### config.mk
export PLATFORM = sky130hd
export DESIGN_NAME = lfsr_gen
export DESIGN_NICKNAME = d
export VERILOG_FILES = /design/src/rtl/lfsr_pkg.sv /design/src/rtl/lfsr_ctrl.sv /design/src/rtl/lfsr_fib_step.sv /design/src/rtl/lfsr_gal_step.sv /design/src/rtl/lfsr_state_reg.sv /design/src/rtl/lfsr_gen.sv
export SDC_FILE = /design/constraint.sdc
export NUM_CORES = 1
export LEC_CHECK = 0
export ABC_AREA = 1
export BUFFER_PORTS_ARGS = -buffer_cell sky130_fd_sc_hd__buf_2
export CAP_MARGIN = 20
export CORE_ASPECT_RATIO = 1.5
export CORE_MARGIN = 2
export CORE_UTILIZATION = 25
export DETAILED_ROUTE_END_ITERATION = 10
export MAX_ROUTING_LAYER = met4
export SLEW_MARGIN = 10
export SYNTH_ARGS = -nofsm -noshare
export SYNTH_HDL_FRONTEND = slang
export SYNTH_SLANG_ARGS = --single-unit
### constraint.sdc
create_clock -name clk -period 2.6 [get_ports clk]
set_clock_uncertainty 0.15 [all_clocks]
set_input_delay 0.78 -clock clk [delete_from_list [all_inputs] [get_ports clk]]
set_output_delay 0.78 -clock clk [all_outputs]
set_load 0.01 [all_outputs]
### src/rtl/lfsr_pkg.sv
package lfsr_pkg;

    // Register width and defaults shared by every instance
    localparam int          LFSR_W        = 16;
    localparam logic [15:0] DEFAULT_TAPS  = 16'hB400; // internal-form mask, x^16+x^14+x^13+x^11+1
    localparam logic [15:0] DEFAULT_SEED  = 16'hACE1;

    // Feedback arrangement chosen at build time
    typedef enum logic {
        FORM_FIB = 1'b0,   // one XOR of several bits feeds the top
        FORM_GAL = 1'b1    // leaving bit is XORed into tapped lanes
    } lfsr_form_e;

    // Per-cycle operation of the state register
    typedef enum logic [1:0] {
        OP_RESET = 2'd0,
        OP_LOAD  = 2'd1,
        OP_STEP  = 2'd2
    } lfsr_op_e;

    // Mirror the low w bits of a vector; the external form reads its
    // taps at the mirrored positions of the internal-form mask
    function automatic logic [63:0] mirror_bits(input logic [63:0] v, input int w);
        logic [63:0] r;
        r = '0;
        for (int i = 0; i < 64; i++) begin
            if (i < w) r[w - 1 - i] = v[i];
        end
        return r;
    endfunction

endpackage

### src/rtl/lfsr_ctrl.sv
module lfsr_ctrl
    import lfsr_pkg::*;
(
    input  logic     rst,
    input  logic     load,
    output lfsr_op_e op
);

    // Reset outranks load, load outranks stepping
    always_comb begin
        if (rst)       op = OP_RESET;
        else if (load) op = OP_LOAD;
        else           op = OP_STEP;
    end

endmodule

### src/rtl/lfsr_fib_step.sv
module lfsr_fib_step #(
    parameter int               WIDTH = 16,
    parameter logic [WIDTH-1:0] TAPS  = 16'h002D
) (
    input  logic [WIDTH-1:0] cur,
    output logic [WIDTH-1:0] nxt,
    output logic             out_bit
);

    logic fb;

    // External feedback: parity of the tapped bits enters at the top
    always_comb begin
        fb      = ^(cur & TAPS);
        nxt     = {fb, cur[WIDTH-1:1]};
        out_bit = cur[0];
    end

endmodule

### src/rtl/lfsr_gal_step.sv
module lfsr_gal_step #(
    parameter int               WIDTH = 16,
    parameter logic [WIDTH-1:0] TAPS  = 16'hB400
) (
    input  logic [WIDTH-1:0] cur,
    output logic [WIDTH-1:0] nxt,
    output logic             out_bit
);

    logic [WIDTH-1:0] shifted;

    // Internal feedback: the leaving bit toggles every tapped lane
    always_comb begin
        shifted = cur >> 1;
        nxt     = cur[0] ? (shifted ^ TAPS) : shifted;
        out_bit = cur[0];
    end

endmodule

### src/rtl/lfsr_state_reg.sv
module lfsr_state_reg
    import lfsr_pkg::*;
#(
    parameter int               WIDTH      = 16,
    parameter logic [WIDTH-1:0] RESET_SEED = 16'hACE1
) (
    input  logic             clk,
    input  lfsr_op_e         op,
    input  logic [WIDTH-1:0] seed,
    input  logic [WIDTH-1:0] nxt,
    input  logic             step_bit,
    output logic [WIDTH-1:0] state,
    output logic             serial_out
);

    always_ff @(posedge clk) begin
        case (op)
            OP_RESET: begin
                state      <= RESET_SEED;
                serial_out <= 1'b0;
            end
            OP_LOAD: begin
                state      <= seed;
                serial_out <= 1'b0;
            end
            default: begin
                state      <= nxt;
                serial_out <= step_bit;
            end
        endcase
    end

    AST_LOAD_CAPTURE: assert property (@(posedge clk) disable iff (op == OP_RESET)
        (op == OP_LOAD) |=> (state == $past(seed)));

    AST_ZERO_TRAP: assert property (@(posedge clk) disable iff (op == OP_RESET)
        (op == OP_STEP && state == '0) |=> (state == '0 && !serial_out));

    AST_NONZERO_KEPT: assert property (@(posedge clk) disable iff (op == OP_RESET)
        (op == OP_STEP && state != '0) |=> (state != '0));

    AST_SERIAL_SOURCE: assert property (@(posedge clk) disable iff (op == OP_RESET)
        (op == OP_STEP) |=> (serial_out == $past(state[0])));

    AST_SERIAL_CLEAR: assert property (@(posedge clk) disable iff (op == OP_RESET)
        (op == OP_LOAD) |=> !serial_out);

endmodule

### src/rtl/lfsr_gen.sv
module lfsr_gen
    import lfsr_pkg::*;
#(
    parameter lfsr_form_e       FORM       = FORM_FIB,
    parameter int               WIDTH      = LFSR_W,
    parameter logic [WIDTH-1:0] POLY_MASK  = DEFAULT_TAPS,
    parameter logic [WIDTH-1:0] RESET_SEED = DEFAULT_SEED
) (
    input  logic             clk,
    input  logic             rst,
    input  logic             load,
    input  logic [WIDTH-1:0] seed,
    output logic [WIDTH-1:0] state,
    output logic             serial_out
);

    // The external form reads its taps at the mirrored lanes
    localparam logic [WIDTH-1:0] FIB_TAPS = WIDTH'(mirror_bits(64'(POLY_MASK), WIDTH));

    lfsr_op_e         op;
    logic [WIDTH-1:0] nxt;
    logic             step_bit;

    lfsr_ctrl u_ctrl (
        .rst  (rst),
        .load (load),
        .op   (op)
    );

    generate
        if (FORM == FORM_FIB) begin : g_fib
            lfsr_fib_step #(.WIDTH(WIDTH), .TAPS(FIB_TAPS)) u_step (
                .cur     (state),
                .nxt     (nxt),
                .out_bit (step_bit)
            );

            AST_FIB_LANES: assert property (@(posedge clk) disable iff (rst)
                (!load) |=> (state[WIDTH-2:0] == $past(state[WIDTH-1:1])));
        end else begin : g_gal
            lfsr_gal_step #(.WIDTH(WIDTH), .TAPS(POLY_MASK)) u_step (
                .cur     (state),
                .nxt     (nxt),
                .out_bit (step_bit)
            );

            AST_GAL_TOP: assert property (@(posedge clk) disable iff (rst)
                (!load) |=> (state[WIDTH-1] == ($past(state[0]) & POLY_MASK[WIDTH-1])));
        end
    endgenerate

    lfsr_state_reg #(.WIDTH(WIDTH), .RESET_SEED(RESET_SEED)) u_reg (
        .clk        (clk),
        .op         (op),
        .seed       (seed),
        .nxt        (nxt),
        .step_bit   (step_bit),
        .state      (state),
        .serial_out (serial_out)
    );

endmodule

==> flow_summary.toml <==
[finish]
final_common_cell = "buf_2"
n_fill_cell = 266
final_cell_mix = "buf_2, nand2_1, dfxtp_1"
multi_input_area_um2 = 228
final-seq-area_um2 = 340
area_growth_pct = 34.7
nets = 122
postLayoutCoreUtil_pct = 34.5
antennaDiodeCount = 0
drive_above_1_share_pct = 42.2

[sta]
tightest_slew_ns = 0.223
fmax_ghz = 0.568
setup_viol = 0
rsz0062_at_grt = "no"
fin_crit_sh_pct = 67.7
final.setup.tns_ns = 0
slew_violations = 0
relSlewSlack_pct = 85.1
hold_viol_final = 0
fin_crit_ns = 1.76

[critical_path]
crit_cells = 1
cp_max_fo = 4
crit_type = "flop to output pin"
rr_worst_depth = 7
cp.arrival_ns = 0.83
slowest_delay_ns = 0.39
cp-end-kind = "output pin"
critical-path-top-delay-family = "flip-flops"
path_cells = "buf_2"
slowest_stage = "dfxtp_1"
worstSetupStartpointType = "flop"
reg2reg_to = "u_reg.state[15]"
required_ns = 1.67
cp_num_buf_inv = 1
reg2reg_from = "u_reg.state[3]"
r2r_slack_ns = 1.56

[hold_path]
min_path_type = "flop to flop"
holdPathEnd = "u_reg.state[5]"
hp-start = "u_reg.state[6]"
hold_depth = 1

[clocking]
post-cts-setup-buffers = 0
holdBufCountCts = 0
h-tree-depth = 1
cts_num_sinks = 17
clkTransAtPathRegs_ns = 0.09
cts_buffers = 3
cts_buffer_depth = 2
ctsResizeCount = 0
clk_latency_ns = 0.29
cts-root-buf = "clkbuf_4"
cts_tree = "done"

[yosys]
yosysTopAreaCellShare_pct = 55.5
postSynthCellCount = 65
synthTopCellsByArea = "dfxtp_1, nand2_1, o22a_1"
syn-num-nets = 84
synth_area_um2 = 613
ys_types = 13
yosysWarnings = 0
synth-seq-cells = 17
syn_avg_cell_area_um2 = 9.43
ys_seq_area_share_pct = 55.5
yosysTopAreaCell = "dfxtp_1"

[routing]
wirelength_um = 1450
drt.antenna.violating_nets = 0
drt_iter0_markers = 5
vias_per_cell = 4.54
firstDrtPassIters = 4
vias = 572
drc = 0
wl_per_cell_um = 11.5

[floorplan]
start_util_pct = 25.6
dieWidth_um = 44.4
rows = 22
die_area_um2 = 2870
ios = 36
die_h_um = 64.7
coreArea_um2 = 2390

[global_routing]
grt_util_all_layers_pct = 11.2
antenna_found_initial = 0
grt_pass1_vias = 533
grt_pass1_wl_um = 2210
grt_max_degree = 12
grt.overflow.total = 0

[pwr]
peakVddDrop_mv = 0.185
leakagePower_nw = 0.423
power_density_nw_per_um2 = 627

[placed_design]
place.detailed.hpwl_um = 1140
gp_congestion = 0.730
port_buffers = 35

[run_status]
status = "finished clean"

[run]
drv_cap = 0
[sequential cells by signal (all words and copies together), names as in the netlist]
signal            flops
u_reg.state          16
u_reg.serial_out      1
[where the power goes]
| group | switching [mW] | internal, mW |
|---|---|---|
| sequential | 0.0117 | 0.280 |
| clock | 0.0819 | 0.0596 |
| combinational | 0.0437 | 0.0407 |
| total | 0.137 | 0.381 |
[per-stage QoR]
step / setup slack [ns] / power (mW) / instance area, um^2 / hold slack (ns) / instances
after floorplan: 1.06 / 0.344 / 613 / 0.324 / 65
after global placement: 0.877 / 0.383 / 800 / 0.317 / 122
after detailed placement: 0.842 / 0.384 / 800 / 0.322 / 122
after CTS: 0.818 / 0.524 / 826 / 0.345 / 126
after global routing: 0.798 / 0.542 / 826 / 0.362 / 126
final: 0.839 / 0.518 / 826 / 0.338 / 126
[Yosys cell counts]
cell type / number
nand2_1: 20
dfxtp_1: 17
o22a_1: 6
a22o_1: 5
inv_1: 5
o21ai_0: 3
inv_2: 2
nor2_4: 2
a21oi_1: 1
buf_4: 1
buf_6: 1
nor2_1: 1
o22a_2: 1
[area by class of cell]
class	instances	share of cell area, %
sequential	17	41.2
multi-input combinational	39	27.6
timing repair buffer	35	21.2
tap	24	3.64
clock buffer	4	3.18
inverter	7	3.18
[layer usage]
| metal | vias to the layer above | share of wire [%] | wire length, um | track usage [%] |
|---|---|---|---|---|
| met3 | 4 | 6.2 | 90 | 1.95 |
| li1 | 290 | - | - | - |
| met1 | 255 | 42 | 608 | 11.6 |
| met5 | - | 0 | 0 | - |
| met2 | 23 | 49 | 709 | 17.3 |
| met4 | 0 | 2.9 | 42 | 10.2 |
[logic make-up after synthesis]
| logic type | Yosys count | synth area share (%) |
|---|---|---|
| compound gates | 16 | 20.6 |
| flops | 17 | 55.5 |
| simple gates | 23 | 16.5 |
| buf+inv | 9 | 7.35 |
[how the worst max path moves through the flow]
stage                               from               to  slack (ns)
final                     u_reg.state[5]         state[5]        0.84
after global routing      u_reg.state[3]         state[3]        0.80
after CTS                 u_reg.state[5]         state[5]        0.82
after floorplan                      rst  u_reg.state[10]        1.06
after detailed placement             rst   u_reg.state[0]        0.84
after global placement              load   u_reg.state[0]        0.88
No activity file was read; power rests on OpenSTA's default activity.
